## src/rtl/sbus_regfront_pkg.sv

```systemverilog
`timescale 1ns/1ps
package sbus_regfront_pkg;
  localparam int DW     = 32;
  localparam int DIV_W  = 8;
  localparam int DLY_W  = 3;
  localparam int CCR_W  = DIV_W + DLY_W;
  localparam int RA_W   = 8;
  localparam int HW_W   = 16;
  localparam int RT_W   = 8;
  localparam int DAR_W  = HW_W + RT_W;
  localparam int CMD_W  = 8;
  localparam int LCR_W  = 4;
  localparam int LANES  = 4;

  // register byte offsets
  localparam int OFS_CTRL = 'h00;
  localparam int OFS_CCR  = 'h04;
  localparam int OFS_IEN  = 'h08;
  localparam int OFS_STS  = 'h0C;
  localparam int OFS_RA   = 'h10;
  localparam int OFS_DATA = 'h1C;
  localparam int OFS_LCR  = 'h24;
  localparam int OFS_DM   = 'h28;
  localparam int OFS_CMD  = 'h2C;
  localparam int OFS_DAR  = 'h30;

  // control bits
  localparam int CTL_GO   = 7;
  localparam int CTL_STOP = 6;
  localparam int CTL_GIE  = 1;
  localparam int CTL_SRST = 0;

  // status bits
  localparam int ST_DONE  = 0;
  localparam int ST_ERR   = 1;
  localparam int ST_LB    = 2;
  localparam int ST_LANE0 = 8;
  localparam int ST_NACK  = 16;
  localparam int STS_W    = ST_NACK + 1;

  // read command codes decoded by the engine
  localparam logic [CMD_W-1:0] CMD_RD_B = 8'h8B;
  localparam logic [CMD_W-1:0] CMD_RD_H = 8'h9C;
  localparam logic [CMD_W-1:0] CMD_RD_W = 8'hA6;

  function automatic logic [STS_W-1:0] sts_impl_mask();
    logic [STS_W-1:0] m;
    m = '0;
    m[ST_DONE] = 1'b1;
    m[ST_ERR]  = 1'b1;
    m[ST_LB]   = 1'b1;
    for (int i = 0; i < LANES; i++) m[ST_LANE0+i] = 1'b1;
    m[ST_NACK] = 1'b1;
    return m;
  endfunction

  localparam logic [STS_W-1:0] STS_IMPL = sts_impl_mask();

  function automatic logic is_read_cmd(input logic [CMD_W-1:0] c);
    return (c == CMD_RD_B) || (c == CMD_RD_H) || (c == CMD_RD_W);
  endfunction

  function automatic logic [DW-1:0] read_keep(input logic [CMD_W-1:0] c);
    case (c)
      CMD_RD_B: return {{(DW-8){1'b0}}, 8'hFF};
      CMD_RD_H: return {{(DW-16){1'b0}}, 16'hFFFF};
      default:  return '1;
    endcase
  endfunction

  function automatic logic [STS_W-1:0] w1c_next(input logic [STS_W-1:0] cur,
                                                input logic [STS_W-1:0] clr,
                                                input logic [STS_W-1:0] set);
    return (cur & ~clr) | set;
  endfunction
endpackage

```

## src/rtl/sbus_ctl_unit.sv

```systemverilog
`timescale 1ns/1ps
module sbus_ctl_unit (
  input  logic       clk,
  input  logic       rst_n,
  input  logic       ctrl_wr,
  input  logic [7:0] ctrl_wdata,
  input  logic       eng_done,
  input  logic       eng_err,
  output logic       busy_o,
  output logic       gie_o,
  output logic       srst_o,
  output logic       start_o,
  output logic       abort_o,
  output logic       acc_done_o,
  output logic       acc_err_o,
  output logic       lb_ev_o
);
  import sbus_regfront_pkg::*;

  logic busy_q, gie_q, srst_q, start_q, abort_q;
  logic stop_req, go_req, go_ok;

  assign stop_req   = ctrl_wr & ctrl_wdata[CTL_STOP];
  assign go_req     = ctrl_wr & ctrl_wdata[CTL_GO] & ~stop_req;
  assign go_ok      = go_req & ~busy_q;
  assign lb_ev_o    = go_req & busy_q;
  assign acc_done_o = busy_q & eng_done;
  assign acc_err_o  = busy_q & eng_err;

  always_ff @(posedge clk or negedge rst_n) begin
    if (!rst_n) begin
      busy_q  <= 1'b0;
      gie_q   <= 1'b0;
      srst_q  <= 1'b0;
      start_q <= 1'b0;
      abort_q <= 1'b0;
    end else if (srst_q) begin
      busy_q  <= 1'b0;
      gie_q   <= 1'b0;
      srst_q  <= 1'b0;
      start_q <= 1'b0;
      abort_q <= 1'b0;
    end else begin
      start_q <= go_ok;
      abort_q <= stop_req;
      if (ctrl_wr) begin
        gie_q  <= ctrl_wdata[CTL_GIE];
        srst_q <= ctrl_wdata[CTL_SRST];
      end
      if (stop_req)                       busy_q <= 1'b0;
      else if (go_ok)                     busy_q <= 1'b1;
      else if (acc_done_o || acc_err_o)   busy_q <= 1'b0;
    end
  end

  assign busy_o  = busy_q;
  assign gie_o   = gie_q;
  assign srst_o  = srst_q;
  assign start_o = start_q;
  assign abort_o = abort_q;
endmodule

```

## src/rtl/sbus_sts_unit.sv

```systemverilog
`timescale 1ns/1ps
module sbus_sts_unit #(
  parameter int W = 17
) (
  input  logic         clk,
  input  logic         rst_n,
  input  logic         srst,
  input  logic [W-1:0] set_vec,
  input  logic [W-1:0] clr_vec,
  input  logic [W-1:0] ien,
  input  logic         gie,
  output logic [W-1:0] sts_o,
  output logic         irq_o
);
  import sbus_regfront_pkg::*;

  logic [W-1:0] sts_q;

  always_ff @(posedge clk or negedge rst_n) begin
    if (!rst_n)    sts_q <= '0;
    else if (srst) sts_q <= '0;
    else           sts_q <= w1c_next(sts_q, clr_vec, set_vec);
  end

  assign sts_o = sts_q;
  assign irq_o = gie & (|(sts_q & ien));
endmodule

```

## src/rtl/sbus_cfg_unit.sv

```systemverilog
`timescale 1ns/1ps
module sbus_cfg_unit
  import sbus_regfront_pkg::*;
(
  input  logic              clk,
  input  logic              rst_n,
  input  logic              srst,
  input  logic              wr_ccr,
  input  logic              wr_ien,
  input  logic              wr_ra,
  input  logic              wr_data,
  input  logic              wr_lcr,
  input  logic              wr_dm,
  input  logic              wr_cmd,
  input  logic              wr_dar,
  input  logic [DW-1:0]     wdata,
  input  logic              cap_en,
  input  logic [DW-1:0]     cap_val,
  input  logic              dm_done,
  output logic [CCR_W-1:0]  ccr_o,
  output logic [STS_W-1:0]  ien_o,
  output logic [RA_W-1:0]   ra_o,
  output logic [DW-1:0]     data_o,
  output logic [LCR_W-1:0]  lcr_o,
  output logic [DW-1:0]     dm_o,
  output logic [CMD_W-1:0]  cmd_o,
  output logic [DAR_W-1:0]  dar_o
);
  always_ff @(posedge clk or negedge rst_n) begin
    if (!rst_n) begin
      ccr_o <= '0; ien_o <= '0; ra_o <= '0; data_o <= '0;
      lcr_o <= '0; dm_o <= '0; cmd_o <= '0; dar_o <= '0;
    end else if (srst) begin
      ccr_o <= '0; ien_o <= '0; ra_o <= '0; data_o <= '0;
      lcr_o <= '0; dm_o <= '0; cmd_o <= '0; dar_o <= '0;
    end else begin
      if (wr_ccr) ccr_o <= wdata[CCR_W-1:0];
      if (wr_ien) ien_o <= wdata[STS_W-1:0] & STS_IMPL;
      if (wr_ra)  ra_o  <= wdata[RA_W-1:0];
      if (wr_lcr) lcr_o <= wdata[LCR_W-1:0];
      if (wr_cmd) cmd_o <= wdata[CMD_W-1:0];
      if (wr_dar) dar_o <= wdata[DAR_W-1:0];
      if (cap_en)       data_o <= cap_val;
      else if (wr_data) data_o <= wdata;
      if (wr_dm)        dm_o <= wdata;
      else if (dm_done) dm_o[DW-1] <= 1'b0;
    end
  end
endmodule

```

## src/rtl/sbus_regfront.sv

```systemverilog
`timescale 1ns/1ps
module sbus_regfront
  import sbus_regfront_pkg::*;
#(
  parameter int ADDR_W = 8
) (
  input  logic              clk,
  input  logic              rst_n,
  input  logic              bus_wr,
  input  logic [ADDR_W-1:0] bus_addr,
  input  logic [31:0]       bus_wdata,
  output logic [31:0]       bus_rdata,
  input  logic              eng_done,
  input  logic              eng_err,
  input  logic              eng_nack,
  input  logic [3:0]        eng_lane_err,
  input  logic [31:0]       eng_rdata,
  input  logic              eng_dm_done,
  input  logic              sda_in,
  input  logic              scl_in,
  output logic              xfer_start_o,
  output logic              xfer_abort_o,
  output logic              soft_rst_o,
  output logic              dm_start_o,
  output logic [30:0]       dm_cfg_o,
  output logic [7:0]        cfg_div,
  output logic [2:0]        cfg_dly,
  output logic [7:0]        cfg_regaddr,
  output logic [31:0]       cfg_wdata,
  output logic [7:0]        cfg_cmd,
  output logic [7:0]        cfg_rtaddr,
  output logic [15:0]       cfg_hwaddr,
  output logic              sda_oe_o,
  output logic              sda_o,
  output logic              scl_oe_o,
  output logic              scl_o,
  output logic              irq_o
);
  // named internal events, also observed by the checker
  logic busy_q, gie_q, srst_q;
  logic acc_done, acc_err, lb_ev, ev_any;
  logic [STS_W-1:0] sts_q, ien_q, sts_set, sts_clr;
  logic [CCR_W-1:0] ccr_q;
  logic [RA_W-1:0]  ra_q;
  logic [DW-1:0]    data_q, dm_q;
  logic [LCR_W-1:0] lcr_q;
  logic [CMD_W-1:0] cmd_q;
  logic [DAR_W-1:0] dar_q;
  logic hit_ctrl, hit_ccr, hit_ien, hit_sts, hit_ra, hit_data;
  logic hit_lcr, hit_dm, hit_cmd, hit_dar;
  logic cap_en;
  logic [DW-1:0] cap_val;

  assign hit_ctrl = (bus_addr == ADDR_W'(OFS_CTRL));
  assign hit_ccr  = (bus_addr == ADDR_W'(OFS_CCR));
  assign hit_ien  = (bus_addr == ADDR_W'(OFS_IEN));
  assign hit_sts  = (bus_addr == ADDR_W'(OFS_STS));
  assign hit_ra   = (bus_addr == ADDR_W'(OFS_RA));
  assign hit_data = (bus_addr == ADDR_W'(OFS_DATA));
  assign hit_lcr  = (bus_addr == ADDR_W'(OFS_LCR));
  assign hit_dm   = (bus_addr == ADDR_W'(OFS_DM));
  assign hit_cmd  = (bus_addr == ADDR_W'(OFS_CMD));
  assign hit_dar  = (bus_addr == ADDR_W'(OFS_DAR));

  sbus_ctl_unit u_ctl (
    .clk        (clk),
    .rst_n      (rst_n),
    .ctrl_wr    (bus_wr & hit_ctrl),
    .ctrl_wdata (bus_wdata[7:0]),
    .eng_done   (eng_done),
    .eng_err    (eng_err),
    .busy_o     (busy_q),
    .gie_o      (gie_q),
    .srst_o     (srst_q),
    .start_o    (xfer_start_o),
    .abort_o    (xfer_abort_o),
    .acc_done_o (acc_done),
    .acc_err_o  (acc_err),
    .lb_ev_o    (lb_ev)
  );

  assign ev_any = acc_done | acc_err;

  always_comb begin
    sts_set          = '0;
    sts_set[ST_DONE] = acc_done;
    sts_set[ST_ERR]  = acc_err;
    sts_set[ST_LB]   = lb_ev;
    sts_set[ST_NACK] = acc_err & eng_nack;
    for (int i = 0; i < LANES; i++)
      sts_set[ST_LANE0+i] = acc_err & eng_lane_err[i];
  end

  assign sts_clr = (bus_wr & hit_sts) ? bus_wdata[STS_W-1:0] : '0;

  sbus_sts_unit #(.W(STS_W)) u_sts (
    .clk     (clk),
    .rst_n   (rst_n),
    .srst    (srst_q),
    .set_vec (sts_set),
    .clr_vec (sts_clr),
    .ien     (ien_q),
    .gie     (gie_q),
    .sts_o   (sts_q),
    .irq_o   (irq_o)
  );

  assign cap_en  = acc_done & is_read_cmd(cmd_q);
  assign cap_val = eng_rdata & read_keep(cmd_q);

  sbus_cfg_unit u_cfg (
    .clk     (clk),
    .rst_n   (rst_n),
    .srst    (srst_q),
    .wr_ccr  (bus_wr & hit_ccr),
    .wr_ien  (bus_wr & hit_ien),
    .wr_ra   (bus_wr & hit_ra),
    .wr_data (bus_wr & hit_data),
    .wr_lcr  (bus_wr & hit_lcr),
    .wr_dm   (bus_wr & hit_dm),
    .wr_cmd  (bus_wr & hit_cmd),
    .wr_dar  (bus_wr & hit_dar),
    .wdata   (bus_wdata),
    .cap_en  (cap_en),
    .cap_val (cap_val),
    .dm_done (eng_dm_done),
    .ccr_o   (ccr_q),
    .ien_o   (ien_q),
    .ra_o    (ra_q),
    .data_o  (data_q),
    .lcr_o   (lcr_q),
    .dm_o    (dm_q),
    .cmd_o   (cmd_q),
    .dar_o   (dar_q)
  );

  always_comb begin
    bus_rdata = '0;
    case (1'b1)
      hit_ctrl: begin
        bus_rdata[CTL_GO]   = busy_q;
        bus_rdata[CTL_GIE]  = gie_q;
        bus_rdata[CTL_SRST] = srst_q;
      end
      hit_ccr:  bus_rdata[CCR_W-1:0] = ccr_q;
      hit_ien:  bus_rdata[STS_W-1:0] = ien_q;
      hit_sts:  bus_rdata[STS_W-1:0] = sts_q;
      hit_ra:   bus_rdata[RA_W-1:0]  = ra_q;
      hit_data: bus_rdata            = data_q;
      hit_lcr:  bus_rdata[LCR_W+1:0] = {scl_in, sda_in, lcr_q};
      hit_dm:   bus_rdata            = dm_q;
      hit_cmd:  bus_rdata[CMD_W-1:0] = cmd_q;
      hit_dar:  bus_rdata[DAR_W-1:0] = dar_q;
      default:  bus_rdata = '0;
    endcase
  end

  assign soft_rst_o  = srst_q;
  assign dm_start_o  = dm_q[DW-1];
  assign dm_cfg_o    = dm_q[DW-2:0];
  assign cfg_div     = ccr_q[DIV_W-1:0];
  assign cfg_dly     = ccr_q[CCR_W-1:DIV_W];
  assign cfg_regaddr = ra_q;
  assign cfg_wdata   = data_q;
  assign cfg_cmd     = cmd_q;
  assign cfg_hwaddr  = dar_q[HW_W-1:0];
  assign cfg_rtaddr  = dar_q[DAR_W-1:HW_W];
  assign sda_oe_o    = lcr_q[0];
  assign sda_o       = lcr_q[1];
  assign scl_oe_o    = lcr_q[2];
  assign scl_o       = lcr_q[3];
endmodule

```

## config.mk

```make
export PLATFORM = sky130hd
export DESIGN_NAME = sbus_regfront
export DESIGN_NICKNAME = d
export VERILOG_FILES = /design/src/rtl/sbus_regfront_pkg.sv /design/src/rtl/sbus_ctl_unit.sv /design/src/rtl/sbus_sts_unit.sv /design/src/rtl/sbus_cfg_unit.sv /design/src/rtl/sbus_regfront.sv
export SDC_FILE = /design/constraint.sdc
export NUM_CORES = 1
export LEC_CHECK = 0
export ABC_CLOCK_PERIOD_IN_PS = 3300
export BUFFER_PORTS_ARGS = -buffer_cell sky130_fd_sc_hd__buf_4
export CAP_MARGIN = 10
export CORE_MARGIN = 1.5
export CORE_UTILIZATION = 53
export CTS_CLUSTER_DIAMETER = 120
export DETAILED_ROUTE_END_ITERATION = 8
export PLACE_DENSITY = 0.93
export SETUP_SLACK_MARGIN = 0.15
export SLEW_MARGIN = 30
export SYNTH_ARGS = -nofsm -noshare
export SYNTH_HDL_FRONTEND = slang
export SYNTH_HIERARCHICAL = 1
export SYNTH_SLANG_ARGS = --single-unit
```

## constraint.sdc

```tcl
create_clock -name clk -period 3.3 [get_ports clk]
set_clock_uncertainty 0.2 [all_clocks]
set_input_delay 0.66 -clock clk [delete_from_list [all_inputs] [get_ports clk]]
set_output_delay 0.66 -clock clk [all_outputs]
set_load 0.005 [all_outputs]
```

# Word level (Yosys, flattened, before mapping)
# Index checks and enable logic that the tools add are counted.
# op_classes
eq_ne	12
muxes	110
n_bitwise	31
n_reduce_logical	16
# op_table
op	n
$mux W32	4
$mux W8	12
$mux W7	10
$mux W17	4
$pmux W32 S2	1
$mux W6	10
$mux W24	2
$mux W4	12
$and A17 B17 Y17	2
$and A32 B32 Y32	1
$eq A8 B6 Y1 const B	4
$mux W1	32
$mux W31	1
$mux W3	10
$and A1 B1 Y1	24
$eq A8 B8 Y1 const B	3
$mux W11	2
$mux W2	10
$not A17 Y17	1
$or A17 B17 Y17	1
$reduce_or A17 Y1	1
$eq A8 B4 Y1 const B	2
$eq A8 B5 Y1 const B	2
$reduce_bool A2 Y1	8
6 further kinds	10
# word_totals
reg_bits	158
input_bits	85
out_inout_bits	155
elab_cells	184

# Depth between registers and ports, before layout
# Gate-level depths: netlist (run 1).
# logic_depth
ltp_word	11
depth_mapped	10
depth_no_buf	7

# Cells and area by module
# The synthesis (run 1) kept the hierarchy.
# modules_own_cells
module	n_inst	cells_each	area_each_um2
sbus_cfg_unit	1	464	5564.1
sbus_regfront	1	295	1831.8
sbus_sts_unit	1	81	737.0
sbus_ctl_unit	1	17	232.7

# Worst setup path before layout (run 1)
# No wires, ideal clock.
# synth_timing
path_kind	input to output
start	input bus_addr[4]
end	output bus_rdata[2]
t_arrival_ns	1.936
slack_ns	0.504
cell_stages	6
n_path_buf	1
path_cell_list	buf_2 -> nor4b_2 -> nand2_2 -> a2bb2oi_1 -> o22a_1 -> nor4_2
# synth_via
elab_chain_len	11
word_cells_on_any_way	20
# synth_lines
item	line_no	rtl
from (decl)	sbus_regfront.sv:10	input logic [ADDR_W-1:0] bus_addr,
$eq A8 B6 Y1	sbus_regfront.sv:63	assign hit_dar = (bus_addr == ADDR_W'(OFS_DAR));
$mux W4 (9 in series)	sbus_regfront.sv:139	case (1'b1)
$mux W4 (*)	sbus_regfront.sv:139	
to (decl)	sbus_regfront.sv:12	output logic [31:0] bus_rdata,
# Every way passes the cells marked *; elsewhere a longest branch is shown, timed or not.

# Worst setup path in the final report (run 1)
# layout_timing
start	input bus_addr[2]
end	output bus_rdata[3]
# The elaborated chain is that of the path after synthesis.

==> metrics list, run 1 <==
- Fmax: 322 MHz
- The min-delay analysis places its worst path in the category in2async.
* Hold Worst Slack: -4.64 ps
* Number of ports placed on the die boundary: 240
* Number of synthesized register bits: 149
* Count of cells along the worst register-to-register path: 6
* Min Tclk post-route: 3110 ps
- STA classifies the critical path startpoint as an input port.
* Post-synth EDFFs: 0
- Violated checks: negative hold slack
- Of all nets on the critical path, the largest fanout is 16.
- Clk Tree Root Cell: sky130_fd_sc_hd__clkbuf_16
- Drt first pass iters: 5
* Clk_lat worst skew: 430 ps
- Clock tree synthesis inserted a total of 17 buffers.
- FFs w/ async S/R, synth: 1.00
* Starting density of the core: 0.546
- Area growth from synthesis to layout: 32.5%
* Status: complete, but fails checks
* Placement Rows: 45
- Counting every sink on the clock net gives 149.
- Count of max-cap constraint violations: 0
- Origin of the worst setup path: bus_addr[2]
* Power, Total: 4.51 mW
* Crit path cell chain: buf_4 > buf_4 > buf_4 > a21oi_1 > nor2_1 > a221oi_1 > o22a_1 > nor4_2 > buf_4
- Origin of the critical flop-to-flop path: u_cfg/cmd_o[4]$_DFFE_PN0P_
* CP Capture Type: primary output
- Summed over all nets, the half-perimeter wirelength after detailed placement is 20.8 mm.
- The Yosys step of the flow raised 6 warnings.
* Initial antenna violation count: 0
* Worst Max-Slew Pin Slew: 776 ps
- The longest clock path from root to sink contains 2 buffers.
- Type of the setup path with the least slack: in2out
- Ratio of cells with drive above 1 in the final layout: 0.307
- CTS tree: built
* Top cell by count, worst path: sky130_fd_sc_hd__buf_4
- The first global-routing pass estimated 44.6 mm of wire.
* Number of vias after detailed routing: 8034
- The number of antenna diodes in the final layout is 0.
* Cell type group with the largest total delay on the critical path: buffers and inverters
- Post-detailed-route count of antenna-violating nets: 0
- Data required, critical path: 2440 ps
* Maximum number of pins on one net before global-route repair: 73
* Sequential element share of the synthesized area: 0.446
- On the worst path, the slowest cell contributes a delay of 330 ps.
* LEAKAGE: 5.20 nW
* Number of instances in the synthesized netlist: 857
* Final weighted congestion in routability-driven placement: 0.959
* Final #Nets: 1187
- Total GRT Usage: 0.360
* Number of buffers and inverters on the critical path: 4
* Setup Total Neg Slack: 0 ps
- In this run the vertical extent of the chip is 129 um.
- Remaining global-route overflow: 0
- Count of unresolved DRC violations after routing: 0
* Main synth FF type: sky130_fd_sc_hd__dfrtp_1
- Netlist Area Pre-Place: 8370 um2
- Core area: 15300 um2
- The number of max-slew violations in the final report came to 0.
- Number of levels the H-tree was split into: 4
- Buffers inserted to repair hold after CTS numbered 0.
- Unrepaired setup endpoints after global routing: true
- Buffers placed on the I/O ports in this run total 239.
* Critical path data arrival time: 2250 ps
* Register clock-pin slew on the reported worst setup and hold paths: 60 ps
- Power per unit of standard cell area: 407 nW/um2
- The critical path crosses 9 cells after its start point.
- Dividing the synthesized area by the synthesized cell count gives 9.76 um2.
* Routed vias/inst: 6.06
- The die covers 16500 um2.
- The slowest stage of the critical path belongs to the cell sky130_fd_sc_hd__nor4_2.
- Chip Width: 129 um
- Initial drt markers: 813
- The worst pin sits at a relative slew slack of 0.483.
* Fraction of the cycle the final worst path needs: 0.942
- Post-synth cell types: 58
- Vias in the first global route: 7689
* WL final: 29.7 mm
* Routed length per instance: 22.4 um
- Peak supply drop: 407 uV
- Setup violations remaining at the end of the flow were counted as 0.
- Number of hold violations in the final report: 2
synth_stat cells (4+ instances only):
| library cell | number | area (um2) |
|---|---|---|
| sky130_fd_sc_hd__and2_1 | 34 | 213 |
| sky130_fd_sc_hd__nor4bb_1 | 5 | 50.1 |
| sky130_fd_sc_hd__inv_1 | 22 | 82.6 |
| sky130_fd_sc_hd__a21oi_1 | 38 | 190 |
| sky130_fd_sc_hd__o22ai_1 | 5 | 31.3 |
| sky130_fd_sc_hd__mux2i_1 | 131 | 1310 |
| sky130_fd_sc_hd__a22o_1 | 9 | 78.8 |
| sky130_fd_sc_hd__and3_1 | 17 | 106 |
| sky130_fd_sc_hd__dfrtp_1 | 149 | 3730 |
| sky130_fd_sc_hd__buf_4 | 16 | 120 |
| sky130_fd_sc_hd__nor3_1 | 9 | 45.0 |
| sky130_fd_sc_hd__o21ai_0 | 19 | 95.1 |
| sky130_fd_sc_hd__nand2_1 | 37 | 139 |
| sky130_fd_sc_hd__nor2b_1 | 36 | 225 |
| sky130_fd_sc_hd__nand2b_1 | 8 | 50.1 |
| sky130_fd_sc_hd__a221oi_1 | 6 | 52.6 |
| sky130_fd_sc_hd__clkbuf_1 | 19 | 71.3 |
| sky130_fd_sc_hd__nand3_1 | 10 | 50.1 |
| sky130_fd_sc_hd__a21o_1 | 6 | 45.0 |
| sky130_fd_sc_hd__a222oi_1 | 4 | 40.0 |
| sky130_fd_sc_hd__nor2_1 | 129 | 484 |
| sky130_fd_sc_hd__o22a_1 | 5 | 43.8 |
| sky130_fd_sc_hd__a22oi_1 | 24 | 180 |
| sky130_fd_sc_hd__buf_2 | 30 | 150 |
| sky130_fd_sc_hd__a211oi_1 | 33 | 248 |
routing by layer:
metal | wire length [um] | vias to the layer above | share of wire | global-route usage
li1 | - | 3504 | - | -
met2 | 14300 | 499 | 0.48 | 0.576
met4 | 1050 | 0 | 0.035 | 0.164
met1 | 12100 | 3959 | 0.41 | 0.475
met5 | 0 | - | 0 | 0
met3 | 2330 | 72 | 0.078 | 0.0723
cell type report:
cell class | count | area (um2)
Clock buffer | 18 | 439
Clock inverter | 14 | 175
Fill cell | 1118 | 4230
Inverter | 22 | 82.6
Multi-Input combinational cell | 630 | 4220
Sequential cell | 149 | 3730
Tap cell | 211 | 264
Timing Repair Buffer | 282 | 2170
stage by stage:
step | setup WS (ps) | hold WS, ps | utilization | instances | instance area [um2]
after floorplan | 504 | 164 | - | 873 | 8430
after global placement | 173 | 331 | 0.680 | 1290 | 10400
after detailed placement | 104 | 344 | 0.680 | 1290 | 10400
after CTS | 150 | 19.2 | 0.721 | 1322 | 11000
after global routing | 106 | 42.1 | 0.724 | 1326 | 11100
final | 190 | -4.64 | 0.724 | 1326 | 11100
layout by cell type, fill, tap and decap left out, types with 4 or more instances in the layout:
cell and n:
sky130_fd_sc_hd__and3_1 17, sky130_fd_sc_hd__inv_1 21, sky130_fd_sc_hd__buf_12 4, sky130_fd_sc_hd__o22ai_1 5, sky130_fd_sc_hd__nor4bb_1 5, sky130_fd_sc_hd__o21ai_0 18, sky130_fd_sc_hd__conb_1 18, sky130_fd_sc_hd__mux2i_1 131
sky130_fd_sc_hd__a221oi_1 6, sky130_fd_sc_hd__buf_4 277, sky130_fd_sc_hd__a21o_1 6, sky130_fd_sc_hd__a211oi_1 33, sky130_fd_sc_hd__nor3_1 6, sky130_fd_sc_hd__dfrtp_1 148, sky130_fd_sc_hd__a22o_1 9, sky130_fd_sc_hd__o22a_1 5
sky130_fd_sc_hd__nand2_1 36, sky130_fd_sc_hd__a222oi_1 4, sky130_fd_sc_hd__nand2b_1 8, sky130_fd_sc_hd__a22oi_1 24, sky130_fd_sc_hd__and2_1 34, sky130_fd_sc_hd__nor2_1 128, sky130_fd_sc_hd__clkbuf_16 17, sky130_fd_sc_hd__nor2b_1 36
sky130_fd_sc_hd__nand2_2 4, sky130_fd_sc_hd__nand3_1 10, sky130_fd_sc_hd__a21oi_1 37
state kept, by name (all words and copies together), names as in the netlist, 4 cells and up:
signal and count:
u_cfg/ccr_o 11, u_cfg/cmd_o 8, u_cfg/dar_o 24, u_cfg/data_o 32, u_cfg/dm_o 32, u_cfg/ien_o 8
u_cfg/lcr_o 4, u_cfg/ra_o 8, u_sts/sts_o 17
worst paths after layout:
| check | end | slack, ps |
|---|---|---|
| hold reg to reg | u_cfg/ccr_o[3]$_DFFE_PN0P_ | 360 |
| min in group clk | u_cfg/dm_o[29]$_DFFE_PN0P_ | 280 |
| setup / recovery | bus_rdata[3] | 190 |
| max in group asynchronous | u_cfg/dm_o[0]$_DFFE_PN0P_ | 2020 |
| setup reg to reg | u_cfg/data_o[23]$_DFFE_PN0P_ | 810 |
| hold / removal | u_cfg/dm_o[27]$_DFFE_PN0P_ | -5 |
where the power goes:
group	total (mW)	internal [mW]	switching, mW
sequential	1.99	1.90	0.0909
combinational	0.485	0.240	0.245
clock	2.03	1.22	0.816
cell families (layout without fill, tap and decap cells):
| logic type | Yosys count | in the layout | synth area share |
|---|---|---|---|
| AND/OR/NAND/NOR | 312 | 312 | 0.195 |
| other | 2 | 18 | 0.000898 |
| AO/OA/AOI/OAI | 169 | 169 | 0.140 |
| buffers and inverters | 94 | 336 | 0.0615 |
| multiplexers | 131 | 131 | 0.157 |
| flip-flops | 149 | 149 | 0.446 |
what timing repair did:
item,CTS,global route
endpoints found under the setup margin,2,12
pin swaps,0,3
setup buffers,0,4
resized for setup,2,3
hold endpoints to repair,0,0
Note: power is estimated with default switching activity, not from simulation.
==> inputs of run 2 (changes only) <==
--- a/config.mk
+++ b/config.mk
@@ -5,13 +5,14 @@
 export SDC_FILE = /design/constraint.sdc
 export NUM_CORES = 1
 export LEC_CHECK = 0
-export ABC_CLOCK_PERIOD_IN_PS = 3300
+export ABC_CLOCK_PERIOD_IN_PS = 3500
 export BUFFER_PORTS_ARGS = -buffer_cell sky130_fd_sc_hd__buf_4
 export CAP_MARGIN = 10
 export CORE_MARGIN = 1.5
 export CORE_UTILIZATION = 53
 export CTS_CLUSTER_DIAMETER = 120
 export DETAILED_ROUTE_END_ITERATION = 8
+export GPL_ROUTABILITY_DRIVEN = 0
 export PLACE_DENSITY = 0.93
 export SETUP_SLACK_MARGIN = 0.15
 export SLEW_MARGIN = 30
==> constraint.sdc (replaced) <==
create_clock -name clk -period 3.5 [get_ports clk]
set_clock_uncertainty 0.2 [all_clocks]
set_input_delay 0.7 -clock clk [delete_from_list [all_inputs] [get_ports clk]]
set_output_delay 0.7 -clock clk [all_outputs]
set_load 0.005 [all_outputs]
==> metrics list, run 2 (same netlist as run 1, synthesis figures left out) <==
- Largest regs: u_cfg/data_o x32, u_cfg/dm_o x32, u_cfg/dar_o x24
* Register clock-pin slew on the reported worst setup and hold paths: 60 ps (about the same)
* Critical path data arrival time: 2360 ps (+110 ps)
- TritonCTS built the clock tree.
* Worst min-delay path class: in2async
- The fraction of layout cells with a size suffix above 1 came to 0.297 (-0.00926).
* Type of the setup path with the least slack: in2out
- The number of buffers added by the clock tree synthesis step came to 17 (unchanged).
- Count of cells along the worst register-to-register path: 7 (+1)
- The maximum clock path buffer count was 2 (unchanged).
- Startpoint class of the critical path: input port
* Register-to-Register Setup Slack: 920 ps (+110 ps)
- Layout fillers: 1128 (+0.89%)
- Area used by sequential logic in the layout: 3730 um2 (unchanged)
* Placement Rows: 45 (unchanged)
* Worst slew margin relative to its limit: 0.366 (-0.117)
* Number of hold violations in the final report: 0 (-2)
- Count of unresolved DRC violations after routing: 0 (unchanged)
* Power per unit of standard cell area: 389 nW/um2 (-4.4%)
- The aggregate routed wire length was 28.8 mm (-3.1%).
* Fraction of the cycle the final worst path needs: 0.931
- Status: completed
- Count of max-cap constraint violations: 0 (unchanged)
- The share of total power in the clock network is 0.457 (+0.006).
* Detailed placer's ending HPWL: 19.8 mm (-4.6%)
- The core utilization of the finished layout was 0.719 (-0.00531).
- The number of antenna cells inserted came to 0 (unchanged).
- Fmax: 307 MHz
- Initial drt markers: 1195 (+47%)
- The global-route wire length before repair is 43.6 mm (-2.4%).
- Clk_lat worst skew: 430 ps (about the same)
- Remaining global-route overflow: 0 (unchanged)
- Seq pwr share: 0.439 (-0.003)
* LEAKAGE: 5.16 nW (-0.77%)
- Largest fanout on the critical path: 7 (-9)
* Starting density of the core: 0.546 (unchanged)
- Number of ports placed on the die boundary: 240 (unchanged)
- Setup repair after global routing left no endpoint under its margin.
- The number of buffers added to fix hold violations after cts is 0 (unchanged).
- The number of nets in the layout was 1178 (-0.76%).
- Peak supply drop: 328 uV (-19%)
* Min Tclk post-route: 3260 ps
- The total setup violations reported at the end of the flow was 0 (unchanged).
- Smallest setup slack after layout: 242 ps (+51.5 ps)
- Sw Ratio: 0.247 (-0.00800)
- The number of nets still failing antenna checks after routing came to 0 (unchanged).
- Core area: 15300 um2 (unchanged)
- Number of clock sinks: 149 (unchanged)
- The number of search-and-repair iterations in the first detailed-routing pass came to 6 (+1).
- # port buffers: 239 (unchanged)
* Max Slew Vio Count: 0 (unchanged)
* Origin of the critical flop-to-flop path: u_cfg/cmd_o[1]$_DFFE_PN0P_
- Setup WS pre-CTS: 207 ps (+103 ps)
- The slew of the pin with the lowest slew margin came to 952 ps (+176 ps).
- Leaving out fill and tap cells, the most frequent cells in the layout are 269 x sky130_fd_sc_hd__buf_4, 148 x sky130_fd_sc_hd__dfrtp_1, 131 x sky130_fd_sc_hd__mux2i_1.
- Clock tree synthesis selected as its root buffer the cell sky130_fd_sc_hd__clkbuf_16.
- The routed wirelength normalized by instance count is 21.8 um (-2.5%).
- The post-route setup TNS came to 0 ps (unchanged).
* DIE HEIGHT: 129 um (unchanged)
* Die Area: 16500 um2 (unchanged)
- The total routing resource utilization after global routing came to 0.347 (-0.0131).
- The net switching power came to 1.06 mW (-8.1%).
- Endpoint of the worst register-to-register path: u_cfg/data_o[23]$_DFFE_PN0P_
- Number of vias after detailed routing: 8170 (+1.7%)
- Initial antenna violation count: 0 (unchanged)
* Number of levels the H-tree was split into: 4 (unchanged)
- Area occupied by multi-input gates: 4210 um2 (-0.21%)
* Chip Width: 129 um (unchanged)
- Combinational group share of total power: 0.105 (-0.003)
* Vias in the first global route: 7815 (+1.6%)
- The ratio of routed vias to standard cells is 6.20 (+2.4%).
* Data required, critical path: 2600 ps (+160 ps)
- Most common library cell in the layout ignoring fill and taps: sky130_fd_sc_hd__buf_4
- The maximum number of pins on one net before global-route repair was 88 (+21%).
* CP Capture Type: primary output
- Cell-internal power: 3.22 mW (-4.1%)
* Area growth from synthesis to layout: 31.5%
-- run 2: through the flow --
step                instance area [um2]  cells  total power [mW]  hold WS (ps)
finish                            11000   1317              4.28          91.9
global route                      11000   1317              4.40           161
CTS                               11000   1317              4.28           122
detailed placement                10400   1285              2.34           344
global placement                  10400   1285              2.32           335
floorplan                          8430    873              2.04           204
-- run 2: layout make-up --
type / count / area share
timing repair buffer: 273 / 0.190
inverter: 22 / 0.00750
sequential: 149 / 0.339
multi-input combinational: 630 / 0.383
clock buffer: 18 / 0.0399
clock inverter: 14 / 0.0166
tap: 211 / 0.0240
-- run 2: how the worst max path moves through the flow --
stage / from / to / slack (ps) / cells past startpoint
after detailed placement: bus_addr[7] / bus_rdata[3] / 210 / 7
after global placement: bus_addr[7] / bus_rdata[2] / 300 / 7
after CTS: bus_addr[7] / bus_rdata[3] / 200 / 7
final: bus_addr[7] / bus_rdata[3] / 240 / 7
after global routing: bus_addr[7] / bus_rdata[3] / 230 / 7
after floorplan: bus_addr[4] / bus_rdata[2] / 620 / 6
-- run 2: timing repair --
action	CTS	global route
resized for setup	0	1
buffers inserted	0	0
endpoints found under the setup margin	0	2
-- run 2: power by group through the flow --
stage	combinational [mW]	sequential, mW	clock (mW)
6_report	0.449	1.88	1.95
5_1_grt	0.484	1.88	2.04
3_5_place_dp	0.437	1.90	0
2_1_floorplan	0.156	1.88	0
3_3_place_gp	0.423	1.90	0
4_1_cts	0.441	1.87	1.97
-- run 2: worst max-delay path, cell delays in order --
cell	delay (ps)
sky130_fd_sc_hd__buf_4	140
sky130_fd_sc_hd__nor4b_4	390
sky130_fd_sc_hd__nand2_2	190
sky130_fd_sc_hd__a2bb2oi_1	180
sky130_fd_sc_hd__o22a_1	220
sky130_fd_sc_hd__nor4_2	350
sky130_fd_sc_hd__buf_4	170
-- run 2: routing by layer --
metal / part of all wire / track usage / up-vias
met3: 0.10 / 0.0640 / 124
met5: 0 / 0 / -
met4: 0.048 / 0.188 / 0
li1: - / - / 3484
met2: 0.47 / 0.552 / 637
met1: 0.38 / 0.452 / 3925
==> inputs of run 3 (changes only) <==
--- a/config.mk
+++ b/config.mk
@@ -5,15 +5,14 @@
 export SDC_FILE = /design/constraint.sdc
 export NUM_CORES = 1
 export LEC_CHECK = 0
-export ABC_CLOCK_PERIOD_IN_PS = 3500
 export BUFFER_PORTS_ARGS = -buffer_cell sky130_fd_sc_hd__buf_4
 export CAP_MARGIN = 10
 export CORE_MARGIN = 1.5
-export CORE_UTILIZATION = 53
+export CORE_UTILIZATION = 30
 export CTS_CLUSTER_DIAMETER = 120
 export DETAILED_ROUTE_END_ITERATION = 8
 export GPL_ROUTABILITY_DRIVEN = 0
-export PLACE_DENSITY = 0.93
+export PLACE_DENSITY = 0.63
 export SETUP_SLACK_MARGIN = 0.15
 export SLEW_MARGIN = 30
 export SYNTH_ARGS = -nofsm -noshare
==> metrics list, run 3 (same netlist as run 1, synthesis figures left out) <==
- Most common library cell in the layout ignoring fill and taps: sky130_fd_sc_hd__buf_4
- Origin of the critical flop-to-flop path: u_cfg/cmd_o[4]$_DFFE_PN0P_
- The number of buffers added by the clock tree synthesis step came to 17 (unchanged).
- Slowest stage delay, CP: 500 ps (+110 ps)
* Endpoints failing setup: 0 (unchanged)
- Initial antenna violation count: 0 (unchanged)
* Fmax: 305 MHz (-0.62%)
* Number of buffers and inverters on the critical path: 3 (+1)
* Routed vias/inst: 5.18 (-16%)
- Final #Nets: 1182 (+0.34%)
- Peak supply drop: 303 uV (-7.7%)
- The number of port buffers was 239 (unchanged).
- The overall die height came to 170 um (+32%).
* Met1 Resource Use GR: 0.300 (-0.152)
- The aggregate routed wire length came to 30.8 mm (+7.0%).
- The top-level port count came to 240 (unchanged).
* Clk_lat worst skew: 430 ps (about the same)
- Cell type group with the largest total delay on the critical path: simple AND/OR/NAND/NOR gates
* Total GRT Usage: 0.211 (-0.136)
- Detailed placer's ending HPWL: 22.0 mm (+11%)
- The cell area reported after detailed placement was 10600 um2 (+2.6%).
* Largest regs: u_cfg/data_o x32, u_cfg/dm_o x32, u_cfg/dar_o x24
- The post-route DRC violation count is 0 (unchanged).
- Area used by sequential logic in the layout: 3730 um2 (unchanged)
- Type of the setup path with the least slack: in2out
* Die Area: 28900 um2 (+75%)
- Initial drt markers: 766 (-36%)
- Vias in the first global route: 7418 (-5.1%)
- The finished layout cell area is 11300 um2 (+2.4%).
- Area growth from synthesis to layout: 34.7%
* Maximum number of pins on one net before global-route repair: 79 (-10%)
* Number of levels the H-tree was split into: 4 (unchanged)
- Number of hold violations in the final report: 0 (unchanged)
- Crit path cell chain: buf_4 > or3_1 > nor3_4 > buf_4 > a211oi_1 > nand3b_1 > buf_4
* Critical path data arrival time: 2380 ps (+20 ps)
* Largest fanout on the critical path: 10 (+3)
* Chip Width: 170 um (+32%)
- The worst setup path is launched from an input port.
- Slowest cell on the critical path: sky130_fd_sc_hd__or3_1
- TritonCTS built the clock tree.
- Fraction of the cycle the final worst path needs: 0.937 (+0.00579)
- Starting density of the core: 0.308 (-0.238)
- The maximum clock path buffer count came to 2 (unchanged).
* Layout fillers: 2697 (+140%)
- The number of setup buffers added after CTS was 0 (unchanged).
* Core area: 27200 um2 (+77%)
- Number of vias after detailed routing: 7674 (-6.1%)
* Data required, critical path: 2600 ps (about the same)
- The slew of the pin with the lowest slew margin was 824 ps (-128 ps).
- The routed wirelength normalized by instance count is 20.8 um (-4.8%).
* Most used cells in the layout excluding fill and tap cells: 270 x sky130_fd_sc_hd__buf_4, 148 x sky130_fd_sc_hd__dfrtp_1, 131 x sky130_fd_sc_hd__mux2i_1
* Most Used Layer, Global Route: met2
- Remaining global-route overflow: 0 (unchanged)
* Worst min-delay path class: in2async
- Origin of the worst setup path: bus_addr[7]
* Power per unit of standard cell area: 383 nW/um2 (-1.6%)
* Clk Tree Root Cell: sky130_fd_sc_hd__clkbuf_16
- Number of clock sinks: 149 (unchanged)
- The number of maximum-capacitance constraint violations is 0 (unchanged).
- Drt first pass iters: 7 (+1)
* Number of antenna cells inserted: 0 (unchanged)
* Met3 usage in global routing: 0.0509 (-0.0131)
- Max Slew Vio Count: 0 (unchanged)
- The post-route setup TNS came to 0 ps (unchanged).
* Unrepaired setup endpoints after global routing: false
- The standard-cell row count was 60 (+33%).
* Ratio of cells with drive above 1 in the final layout: 0.300 (+0.00280)
- Power, Total: 4.32 mW (+0.78%)
- Area occupied by multi-input gates: 4210 um2 (-0.15%)
* Min Tclk post-route: 3280 ps (+20.3 ps)
* Wire length of the first global-routing pass: 46.0 mm (+5.6%)
* CP Capture Type: primary output
* Status: completed
* Worst slew margin relative to its limit: 0.451 (+0.0852)
* Register clock-pin slew on the reported worst setup and hold paths: 70 ps (about the same)
- Met2 track demand over resource: 0.320 (-0.233)
- Top cell by count, worst path: sky130_fd_sc_hd__buf_4
- LEAKAGE: 5.17 nW (+0.24%)
- The number of nets still failing antenna checks after routing is 0 (unchanged).
-- run 3: cell types whose count changed in the layout (fill, tap and decap cells not counted), sizes merged --
cell | before | now
clkinvlp | 2 | 3
buf | 273 | 277
clkbuf | 18 | 19
clkinv | 7 | 4
-- run 3: per-stage QoR --
step	utilization	hold WS [ps]	setup slack (ps)	std cells
floorplan	-	204	624	873
global placement	0.392	333	259	1450
detailed placement	0.392	335	247	1450
CTS	0.415	163	237	1481
global route	0.415	184	193	1481
finish	0.415	114	221	1481
-- run 3: layout make-up --
type                            count  share of cell area
Inverter                           22             0.00733
Multi-Input combinational cell    630               0.373
Timing Repair Buffer              277               0.192
Sequential cell                   149               0.331
Tap cell                          372              0.0413
Clock buffer                       19              0.0393
Clock inverter                     12              0.0159
-- run 3: worst paths after layout --
check,endpoint,slack [ps],cells past startpoint
worst max-delay path,bus_rdata[1],220,7
worst min register to register,u_cfg/dm_o[21]$_DFFE_PN0P_,350,2
max in group asynchronous,u_cfg/dar_o[14]$_DFFE_PN0P_,2120,2
min in group clk,u_cfg/dm_o[31]$_DFFE_PN0P_,320,3
worst max register to register,u_cfg/data_o[30]$_DFFE_PN0P_,940,7
worst min-delay path,u_cfg/ra_o[2]$_DFFE_PN0P_,110,1
-- run 3: report_power, final --
part	leakage, nW	switching, mW	total, mW	internal, mW
Clock	0.295	0.775	1.99	1.21
Combinational	2.87	0.225	0.451	0.226
Sequential	2.01	0.0845	1.88	1.79
Total	5.17	1.09	4.32	3.23
-- run 3: worst register-to-register path, cell delays in order (launching register included) --
cell and delay [ps]:
sky130_fd_sc_hd__dfrtp_1 480, sky130_fd_sc_hd__nor4bb_1 390, sky130_fd_sc_hd__o21ai_1 120, sky130_fd_sc_hd__buf_4 210, sky130_fd_sc_hd__a21boi_2 160, sky130_fd_sc_hd__inv_1 280, sky130_fd_sc_hd__buf_4 340, sky130_fd_sc_hd__a211oi_1 260
-- run 3: metal layers --
metal / vias up / part of all wire
met2: 368 / 0.45
met3: 32 / 0.084
met1: 3785 / 0.45
met4: 0 / 0.015
met5: - / 0
li1: 3489 / -
-- run 3: repair_timing --
item	CTS	global route
hold endpoints to repair	0	0
hold buffers	0	0
resized for setup	0	1
setup endpoints to repair	0	1
